File: config.mk
export PLATFORM = sky130hd
export DESIGN_NAME = pla_array
export DESIGN_NICKNAME = d
export VERILOG_FILES = /design/src/rtl/pla_array.sv
export SDC_FILE = /design/constraint.sdc
export NUM_CORES = 1
export LEC_CHECK = 0
export BUFFER_PORTS_ARGS = -buffer_cell sky130_fd_sc_hd__buf_2
export CAP_MARGIN = 25
export CORE_ASPECT_RATIO = 0.75
export CORE_UTILIZATION = 55
export CTS_CLUSTER_SIZE = 12
export DETAILED_ROUTE_END_ITERATION = 16
export HOLD_SLACK_MARGIN = 0.05
export PLACE_DENSITY = 0.79
export SETUP_SLACK_MARGIN = 0.3
export SLEW_MARGIN = 10
export SYNTH_ARGS = -nofsm -noshare
export SYNTH_HDL_FRONTEND = slang
export SYNTH_SLANG_ARGS = --single-unit
File: constraint.sdc
create_clock -name clk -period 5.85 [get_ports clk]
set_input_delay 1.17 -clock clk [delete_from_list [all_inputs] [get_ports clk]]
set_output_delay 1.17 -clock clk [all_outputs]
set_load 0.02 [all_outputs]
File: src/rtl/pla_array.sv
module pla_array #(
  parameter int N_IN   = 3,
  parameter int N_TERM = 5,
  parameter int N_OUT  = 3,
  localparam int LW    = 2 * N_IN,
  localparam int OW    = N_TERM + 1,
  localparam int CW    = (LW > OW) ? LW : OW,
  localparam int TMAX  = (N_TERM > N_OUT) ? N_TERM : N_OUT,
  localparam int IW    = $clog2(TMAX + 1)
) (
  input  logic             clk,
  input  logic             rst_n,
  input  logic             cfg_we,
  input  logic             cfg_plane,
  input  logic [IW-1:0]    cfg_idx,
  input  logic [CW-1:0]    cfg_mask,
  input  logic             rd_plane,
  input  logic [IW-1:0]    rd_idx,
  output logic [CW-1:0]    rd_mask,
  input  logic [N_IN-1:0]  din,
  output logic [N_OUT-1:0] dout
);

  logic [N_TERM-1:0][LW-1:0] and_q;
  logic [N_OUT-1:0][OW-1:0]  or_q;
  logic [LW-1:0]             lit;
  logic [N_TERM-1:0]         term;

  assign lit = {~din, din};

  for (genvar k = 0; k < N_TERM; k++) begin : g_term
    always_ff @(posedge clk or negedge rst_n)
      if (!rst_n)
        and_q[k] <= '0;
      else if (cfg_we && !cfg_plane && cfg_idx == IW'(k))
        and_q[k] <= cfg_mask[LW-1:0];

    assign term[k] = (|and_q[k]) & (&(lit | ~and_q[k]));

    AST_TERM_WRITE: assert property (@(posedge clk) disable iff (!rst_n)
      (cfg_we && !cfg_plane && cfg_idx == IW'(k)) |=> (and_q[k] == $past(cfg_mask[LW-1:0])));
    AST_EMPTY_TERM: assert property (@(posedge clk) disable iff (!rst_n)
      (and_q[k] == '0) |-> !term[k]);
    AST_CONTRA_TERM: assert property (@(posedge clk) disable iff (!rst_n)
      (|(and_q[k][N_IN-1:0] & and_q[k][LW-1:N_IN])) |-> !term[k]);
  end

  for (genvar o = 0; o < N_OUT; o++) begin : g_out
    always_ff @(posedge clk or negedge rst_n)
      if (!rst_n)
        or_q[o] <= '0;
      else if (cfg_we && cfg_plane && cfg_idx == IW'(o))
        or_q[o] <= cfg_mask[OW-1:0];

    assign dout[o] = (|(term & or_q[o][N_TERM-1:0])) ^ or_q[o][N_TERM];

    AST_OUT_WRITE: assert property (@(posedge clk) disable iff (!rst_n)
      (cfg_we && cfg_plane && cfg_idx == IW'(o)) |=> (or_q[o] == $past(cfg_mask[OW-1:0])));
    AST_EMPTY_OUT: assert property (@(posedge clk) disable iff (!rst_n)
      (or_q[o][N_TERM-1:0] == '0) |-> (dout[o] == or_q[o][N_TERM]));
  end

  always_comb begin
    rd_mask = '0;
    if (!rd_plane) begin
      for (int k = 0; k < N_TERM; k++)
        if (rd_idx == IW'(k)) rd_mask = CW'(and_q[k]);
    end else begin
      for (int o = 0; o < N_OUT; o++)
        if (rd_idx == IW'(o)) rd_mask = CW'(or_q[o]);
    end
  end

  AST_RESET_CLEAR: assert property (@(posedge clk)
    !rst_n |=> (and_q == '0 && or_q == '0));
  AST_OOR_TERM: assert property (@(posedge clk) disable iff (!rst_n)
    (cfg_we && !cfg_plane && cfg_idx >= IW'(N_TERM)) |=> $stable(and_q));
  AST_OOR_OUT: assert property (@(posedge clk) disable iff (!rst_n)
    (cfg_we && cfg_plane && cfg_idx >= IW'(N_OUT)) |=> $stable(or_q));

endmodule

# Word-level counts from Yosys, hierarchy flattened
# Cells that the tools add are included.
# word_totals
reg_bits	48
in_bits	20
output_inout_bits	9
elab_cells	73
# op_classes
eq_ne	8
n_mux	9
bitwise_logic	22
n_reduce_logical	26
# op_table
op	n
2-to-1 mux 6 bit	9
inverter 6 bit	5
bitwise OR 6 bit	5
AND reduction 6 bit	5
OR reduction 6 bit	5
bitwise AND 5 bit	3
OR reduction 5 bit	3
equality test 3 x 2 -> 1 bit (second input constant)	4
logical AND 1 bit	10
equality test 3 x 1 -> 1 bit (second input constant)	2
equality test 3 bit (second input constant)	2
logical NOT 3 bit	2
bitwise AND 1 bit	5
inverter 3 bit	1
bitwise XOR 1 bit	3
logical NOT 1 bit	1

# Logic depth before layout (Yosys ltp)
# Gate-level depths: netlist of the first run.
# logic_depth
depth_word	7
mapped_depth	7
depth_no_buf	5

# Worst setup path before layout of the first run
# OpenSTA, ideal clock, no wires.
# synth_path
kind	input port to output port
start	input port rd_idx[0]
end	output port rd_mask[0]
t_arrival_ns	2.545
required_ns	4.680
slack_ns	2.135
cell_stages	7
n_path_buf	2
cell_sequence	buf_2 -> buf_2 -> nor2b_1 -> nand2_1 -> o211ai_1 -> o21ai_0 -> o21ai_0
# synth_via
elab_chain_cells	7
# synth_lines
item	line_no	source
from (decl)	18	input logic [IW-1:0] rd_idx,
logical NOT 3 bit	67, 70	
2-to-1 mux 6 bit (5 in series)	67	if (rd_idx == IW'(k)) rd_mask = CW'(and_q[k]);
2-to-1 mux 6 bit (*)	65	if (!rd_plane) begin
to (decl)	19	output logic [CW-1:0] rd_mask,
# Every way passes the cells marked *; elsewhere a longest branch is shown, timed or not.

# Worst setup path in the final report of the first run
# layout_path
start	input port din[2]
end	output port dout[0]
# layout_via
elab_chain_cells	7
# layout_lines
item	line_no	source
from (decl)	20	input logic [N_IN-1:0] din,
inverter 3 bit	29	assign lit = {~din, din};
bitwise OR 6 bit	38	assign term[k] = (|and_q[k]) & (&(lit | ~and_q[k]));
AND reduction 6 bit	38	
bitwise AND 1 bit	38	
bitwise AND 5 bit (*)	55	assign dout[o] = (|(term & or_q[o][N_TERM-1:0])) ^ or_q[o][N_TERM];
OR reduction 5 bit (*)	55	
bitwise XOR 1 bit (*)	55	
to (decl)	21	output logic [N_OUT-1:0] dout
# Marked as above.

==> impl_metrics.json, run 1 <==
{
  "die_y_um": 61.7,
  "synth_top_area_share_pct": 46.0,
  "reg2reg_slack_ns": 5.02,
  "cts-root-buf": "clkbuf_8",
  "stdcell_area_um2": 2920,
  "worstSkewPairLatency_ns": 0.30,
  "grt_pass1_wl_mm": 9.75,
  "status": "complete, no violations",
  "setup_tns_ns": 0,
  "drt_iter0_drc": 236,
  "synth_ff_type": "dfrtp_1",
  "period_needed_ns": 4.00,
  "synth_area_leaders": "dfrtp_1, mux2_2, mux4_2, mux2i_1, o21ai_0",
  "rr_endpoint": "and_q[6]",
  "period_share_pct": 68.4,
  "ir_worst_vdd_mv": 0.236,
  "grt_pass1_vias": 1734,
  "regToRegStartpoint": "and_q[6]",
  "cts.clk_slew.worst_paths_ns": 0.09,
  "maxSlewViolCount": 0,
  "area_growth_pct": 11.9,
  "worstSetupPathType": "in -> out",
  "yosys_warnings": 0,
  "crit_arrival_ns": 2.83,
  "grt_usage_pct": 28.0,
  "top_layer_used": "met4",
  "cts-buffers-inserted": 5,
  "path_max_fanout": 5,
  "clock_skew_ns": 0,
  "power.density_nw_per_um2": 351,
  "met3_length_um": 488,
  "num-nets-final": 260,
  "grt_overflow": 0,
  "clock_sinks": 48,
  "h-tree-depth": 2,
  "syn_area_um2": 2610,
  "cts_tree": "done",
  "hold_violations": 0,
  "io_buffers": 28,
  "fin_util_pct": 64.7,
  "hold_buffers": 0,
  "whs_path_depth": 1,
  "die-width_um": 81.6,
  "worstHoldPathType": "reg -> reg",
  "dpl_cell_area_um2": 2820,
  "cts_setup_buffers": 0,
  "postRouteAntennaNets": 0,
  "num_vias": 1910,
  "start_kind": "input port",
  "synthCells": 209,
  "ctsLongestPathBuffers": 2,
  "rsz0062_at_grt": "no",
  "min_from": "or_q[16]",
  "core_area_um2": 4520,
  "ys_seq_area_share_pct": 46.0,
  "synth.largest_area_cell": "dfrtp_1",
  "async_reset_ff_share_pct": 100,
  "endpoint_kind": "primary output",
  "drt-met1-wl_mm": 3.13,
  "dp_hpwl_mm": 4.74,
  "drc": 0,
  "dieArea_um2": 5030,
  "maxSlewHeadroom_pct": 54.5,
  "reg2reg_depth": 1,
  "ys_types": 28,
  "min_to": "or_q[16]",
  "synth-edff-count": 0,
  "routed_via_density": 6.41,
  "drv_cap": 0,
  "grt_max_degree": 29,
  "drt_first_pass_iters": 5,
  "synth_most_common_cell": "mux2_2",
  "antenna_cells": 0,
  "ys_ff_latch": 48,
  "io_pins": 29,
  "syn_area_per_cell_um2": 12.5,
  "tightest_slew_ns": 0.677,
  "wire_per_inst_um": 21.2,
  "antenna_found_initial": 0,
  "finalSetupViolCount": 0,
  "p_leak_nw": 1.24,
  "layout-drive-gt1-share_pct": 43.2,
  "syn_nets": 229,
  "ys_top_cells_by_count": "mux2_2, dfrtp_1, nand2_1, o21ai_0, nand3_1",
  "routabilityCongestion": 0.891,
  "wl_met2_mm": 2.58,
  "cp.required_ns": 4.68,
  "rows": 21,
  "finalWirelength_mm": 6.30,
  "cts-resized-gates": 0,
  "initial_utilization_pct": 57.8,
  "max_freq_mhz": 250
}
==> cells in the final DEF (no fill, tap or decap), types with 5 or more instances in the layout <==
master	count
nor4_1	5
nand3_1	9
mux2_2	55
clkbuf_8	5
nor2_1	7
o21ai_0	12
o211ai_1	6
mux4_2	6
nand2_1	14
mux2i_1	7
dfrtp_1	48
buf_2	28
==> through the flow <==
stage | hold slack (ns) | setup slack [ns] | total power [W] | instances
after floorplan | 0.480 | 2.13 | 0.000684 | 209
after detailed placement | 0.522 | 1.92 | 0.000790 | 290
final | 0.547 | 1.85 | 0.00103 | 298
after global routing | 0.557 | 1.75 | 0.00108 | 298
after global placement | 0.515 | 1.93 | 0.000776 | 289
after CTS | 0.545 | 1.90 | 0.00102 | 298
==> layer usage <==
layer	vias to the layer above	track usage, %
li1	864	-
met1	937	42.9
met2	98	39.5
met3	11	6.57
met4	0	8.52
met5	-	0
==> logic make-up (layout without fill, tap and decap cells) <==
| kind of cell | Yosys count | after routing | synth area share, % |
|---|---|---|---|
| mux | 72 | 72 | 33.6 |
| simple gates | 52 | 52 | 11.1 |
| flops | 48 | 48 | 46.0 |
| compound gates | 29 | 29 | 7.32 |
| buf+inv | 5 | 37 | 1.10 |
| xor+xnor | 3 | 3 | 1.01 |
==> registers in the layout, indices dropped and copies added, names as in the netlist <==
signal  count
and_q      30
or_q       18
==> how the worst max path moves through the flow <==
stage	start	endpoint	slack, ns	cells after the start
finish	din[2]	dout[0]	1.85	7
floorplan	rd_idx[0]	rd_mask[0]	2.13	7
global placement	din[2]	dout[2]	1.93	7
detailed placement	din[2]	dout[0]	1.92	7
global route	din[2]	dout[1]	1.75	7
CTS	din[2]	dout[1]	1.90	7
==> critical path, cell delays in order <==
cell and delay (ns):
buf_2 0.16, mux2_1 0.33, a211oi_1 0.49, a32oi_1 0.19
nand4_1 0.16, xor2_1 0.15, buf_2 0.18
==> power by group <==
part           internal, W  switching [W]
Sequential        0.000409      0.0000826
Clock             0.000127       0.000111
Combinational     0.000152       0.000146
Total             0.000688       0.000339
==> final cells by class <==
class / instances / area, µm²
sequential: 48 / 1200
clock inverter: 2 / 35.0
tap: 57 / 71.3
clock buffer: 6 / 72.6
fill: 349 / 1600
multi-input combinational: 156 / 1380
timing repair buffer: 29 / 160
(Power assumes the default switching activity.)
==> run 2, diff against run 1 <==
- clock period: 5.85 -> 3.9 ns (I/O delays scaled with it)
==> impl_metrics.json, run 2 (synthesis results as in run 1) <==
{
  "drc": 0,
  "io_buffers": 28,
  "antenna_cells": 0,
  "power.density_nw_per_um2": 545,
  "grt_max_degree": 29,
  "place_ws_ns": 0.725,
  "drt_iter0_drc": 198,
  "wire_per_inst_um": 21.9,
  "p_switching_w": 0.000511,
  "grt_usage_pct": 29.2,
  "largest-register": "and_q",
  "dp_hpwl_mm": 4.80,
  "worstHoldPathType": "in -> async",
  "hold_violations": 0,
  "crit_arrival_ns": 2.43,
  "tightest_slew_ns": 0.699,
  "cts-root-buf": "clkbuf_8",
  "slowest_delay_ns": 0.46,
  "finalSetupViolCount": 0,
  "die-width_um": 81.6,
  "status": "complete, no violations",
  "dieArea_um2": 5030,
  "postRouteAntennaNets": 0,
  "num_vias": 1931,
  "cp_slowest_cell": "a211oi_1",
  "cts-resized-gates": 0,
  "clock_skew_ns": 0,
  "initial_utilization_pct": 57.8,
  "largest_reg_flops": 30,
  "num-nets-final": 260,
  "path_max_fanout": 5,
  "layout_common_cells": "mux2_2, dfrtp_1, buf_2",
  "max_freq_mhz": 312,
  "setup_tns_ns": 0,
  "period_share_pct": 82.3,
  "top_regs": "and_q x30, or_q x18",
  "cts_setup_buffers": 0,
  "routed_via_density": 6.50,
  "internal-power_w": 0.00109,
  "layout-drive-gt1-share_pct": 43.3,
  "routabilityCongestion": 0.891,
  "die_y_um": 61.7,
  "p_leak_nw": 1.24,
  "pwr-share-clk_pct": 25.9,
  "io_pins": 29,
  "drv_cap": 0,
  "start_kind": "input port",
  "rsz0062_at_grt": "no",
  "grt_pass1_wl_mm": 10.1,
  "rows": 21,
  "clock_sinks": 48,
  "maxSlewViolCount": 0,
  "critPathBufInv": 2,
  "crit_chain": "buf_2 > mux2_1 > a211oi_1 > a32oi_1 > nand4_1 > xor2_1 > buf_2",
  "endpoint_kind": "primary output",
  "ir_worst_vdd_mv": 0.369,
  "hold_buffers": 0,
  "grt_overflow": 0,
  "cpMostUsedCell": "buf_2",
  "power_frac_seq_pct": 46.1,
  "cts.clk_slew.worst_paths_ns": 0.09,
  "switching_share_pct": 31.8,
  "maxSlewHeadroom_pct": 53.0,
  "period_needed_ns": 3.21,
  "cp.required_ns": 3.12,
  "drt_first_pass_iters": 4,
  "cts_tree": "done",
  "cts-buffers-inserted": 5,
  "cp_top_family": "compound AO/OA/AOI/OAI gates",
  "finalWirelength_mm": 6.52,
  "worstSetupPathType": "in -> out",
  "area_growth_pct": 12.7,
  "worstSkewPairLatency_ns": 0.30,
  "h-tree-depth": 2,
  "core_area_um2": 4520,
  "combPwrFrac_pct": 27.9,
  "antenna_found_initial": 0,
  "grt_pass1_vias": 1836,
  "fin_ws_ns": 0.691,
  "final_common_cell": "mux2_2",
  "nFillCells": 348,
  "ctsLongestPathBuffers": 2,
  "reg2reg_slack_ns": 3.06
}
-- run 2: cell count changes in the layout (fill, tap and decap cells not counted) --
cell	before	now
bufinv_16	1	2
clkbuf_1	1	0
clkinv_2	1	0
-- run 2: per-layer routing --
| layer | vias up | track usage [%] | share of wire, % |
|---|---|---|---|
| met5 | - | 0 | 0 |
| met4 | 0 | 12.0 | 1.7 |
| met3 | 11 | 6.86 | 7.8 |
| met2 | 87 | 42.3 | 44 |
| met1 | 971 | 42.6 | 47 |
| li1 | 862 | - | - |
-- run 2: area by class of cell --
| type | instances | area, µm² | share of cell area, % |
|---|---|---|---|
| Clock buffer | 5 | 68.8 | 2.34 |
| Tap cell | 57 | 71.3 | 2.42 |
| Multi-Input combinational cell | 156 | 1380 | 47.0 |
| Sequential cell | 48 | 1200 | 40.8 |
| Timing Repair Buffer | 29 | 160 | 5.44 |
| Clock inverter | 2 | 60.1 | 2.04 |
-- run 2: path summary, 6_finish.rpt --
path | depth (start not counted) | from | end
max | 7 | din[2] | dout[0]
min | 1 | rst_n | and_q[7]
max reg2reg | 1 | and_q[23] | and_q[23]
min reg2reg | 1 | or_q[6] | or_q[6]
max in group asynchronous | 2 | rst_n | or_q[4]
min in group clk | 1 | or_q[6] | or_q[6]
-- run 2: power groups by stage --
stage / sequential [W] / combinational (W) / clock, W
after global routing: 0.000756 / 0.000488 / 0.000444
final: 0.000740 / 0.000448 / 0.000416
after detailed placement: 0.000742 / 0.000446 / 0
after floorplan: 0.000696 / 0.000330 / 0
after global placement: 0.000736 / 0.000428 / 0
after CTS: 0.000734 / 0.000448 / 0.000421
-- run 2: per-stage QoR --
step / utilization (%) / std cells / total power [W] / hold slack (ns) / area [µm²]
global route: 65.2 / 297 / 0.00169 / 0.461 / 2950
global placement: 61.9 / 289 / 0.00116 / 0.515 / 2800
CTS: 65.2 / 297 / 0.00160 / 0.445 / 2950
detailed placement: 62.3 / 290 / 0.00119 / 0.520 / 2820
finish: 65.2 / 297 / 0.00160 / 0.428 / 2950
floorplan: - / 209 / 0.00103 / 0.480 / 2610
==> run 3, diff against run 2 <==
- CORE_UTILIZATION: 55 -> 52
- PLACE_DENSITY: 0.79 -> 0.78
- clock period: 3.9 -> 2.75 ns (I/O delays scaled with it)
==> impl_metrics.json, run 3 (synthesis results as in run 1) <==
{
  "cts_tree": "done",
  "routabilityCongestion": 0.944,
  "setup_tns_ns": 0,
  "reg2reg_depth": 2,
  "largest-register": "and_q",
  "routed_via_density": 6.47,
  "cts-buffers-inserted": 5,
  "grt_pass1_wl_mm": 10.7,
  "clock_skew_ns": 0,
  "fin_util_pct": 65.3,
  "period_needed_ns": 2.57,
  "cp_top_family": "compound AO/OA/AOI/OAI gates",
  "clock_sinks": 48,
  "worstSetupPathType": "in -> out",
  "core_area_um2": 4650,
  "top_regs": "and_q x30, or_q x18",
  "rsz0062_at_grt": "yes",
  "initial_utilization_pct": 56.2,
  "ctsLongestPathBuffers": 2,
  "final_common_cell": "mux2_2",
  "tightest_slew_ns": 0.710,
  "reg2reg_slack_ns": 1.83,
  "dieArea_um2": 5320,
  "path_max_fanout": 5,
  "drt_first_pass_iters": 12,
  "dpl_cell_area_um2": 2830,
  "hold_violations": 0,
  "num_vias": 1974,
  "status": "finished, violations left",
  "rows": 21,
  "slowest_delay_ns": 0.43,
  "layout_common_cells": "mux2_2, dfrtp_1, buf_2",
  "power.density_nw_per_um2": 751,
  "rr_endpoint": "and_q[17]",
  "grt_pass1_vias": 1980,
  "regToRegStartpoint": "and_q[17]",
  "cts-root-buf": "clkbuf_8",
  "maxSlewHeadroom_pct": 52.2,
  "drv_cap": 0,
  "die_y_um": 63.4,
  "grt_max_degree": 31,
  "stdcell_area_um2": 3040,
  "drt_iter0_drc": 177,
  "maxSlewViolCount": 0,
  "io_buffers": 28,
  "drc": 8,
  "crit_arrival_ns": 2.02,
  "postRouteAntennaNets": 0,
  "cts.clk_slew.worst_paths_ns": 0.09,
  "crit_chain": "buf_2 > mux2_4 > a2111oi_4 > a32oi_1 > nand4_1 > xor2_1 > buf_4",
  "cp_slowest_cell": "a2111oi_4",
  "dp_hpwl_mm": 4.67,
  "worstSkewPairLatency_ns": 0.30,
  "max_freq_mhz": 388,
  "worstHoldPathType": "in -> async",
  "antenna_found_initial": 0,
  "start_kind": "input port",
  "finalWirelength_mm": 6.55,
  "num-nets-final": 267,
  "cp.required_ns": 2.20,
  "critPathBufInv": 2,
  "endpoint_kind": "primary output",
  "area_growth_pct": 16.1,
  "grt_usage_pct": 27.4,
  "finalSetupViolCount": 0,
  "grt_overflow": 0,
  "largest_reg_flops": 30,
  "layout-drive-gt1-share_pct": 47.2,
  "ir_worst_vdd_mv": 0.360,
  "die-width_um": 83.9,
  "h-tree-depth": 2,
  "wire_per_inst_um": 21.5,
  "period_share_pct": 93.6,
  "violations": "DRC",
  "antenna_cells": 0,
  "p_leak_nw": 1.29,
  "io_pins": 29
}
run 3: worst max path at each step:
stage	depth (start not counted)	slack, ns	to	from
CTS	6	0.20	dout[0]	and_q[13]
global placement	7	0.11	dout[0]	din[2]
detailed placement	7	0.11	dout[0]	din[2]
global route	6	0.09	dout[2]	and_q[14]
finish	7	0.18	dout[0]	din[2]
floorplan	6	0.33	dout[1]	din[0]
run 3: per-layer routing:
metal | global-route usage [%] | wire (µm) | up-vias
met5 | 0 | 0 | -
li1 | - | - | 876
met1 | 40.7 | 3080 | 972
met4 | 10.6 | 135 | 0
met3 | 6.42 | 601 | 22
met2 | 38.9 | 2740 | 104
run 3: repair_timing:
item	4_1_cts	5_1_grt
hold buffers	0	0
endpoints found under the setup margin	9	9
pin swaps	9	2
buffers inserted	0	4
resized for setup	11	5
run 3: area by class of cell:
class                      instances  area [µm²]
fill                             357        1620
multi-input combinational        156        1440
sequential                        48        1200
timing repair buffer              36         216
clock buffer                       6        72.6
tap                               57        71.3
clock inverter                     2        35.0
run 3: where the power goes:
group | internal [W] | total, W | switching [W] | leakage [nW]
logic | 0.000385 | 0.000718 | 0.000333 | 0.643
clock network | 0.000270 | 0.000504 | 0.000235 | 0.0552
registers | 0.000870 | 0.00106 | 0.000187 | 0.589
total | 0.00152 | 0.00228 | 0.000755 | 1.29
run 3: through the flow:
| step | power (W) | hold slack, ns | setup WS, ns | instances |
|---|---|---|---|---|
| floorplan | 0.00146 | 0.254 | 0.331 | 209 |
| global placement | 0.00167 | 0.506 | 0.114 | 293 |
| detailed placement | 0.00169 | 0.517 | 0.110 | 293 |
| CTS | 0.00225 | 0.187 | 0.196 | 301 |
| global route | 0.00240 | 0.198 | 0.0937 | 305 |
| finish | 0.00228 | 0.176 | 0.175 | 305 |
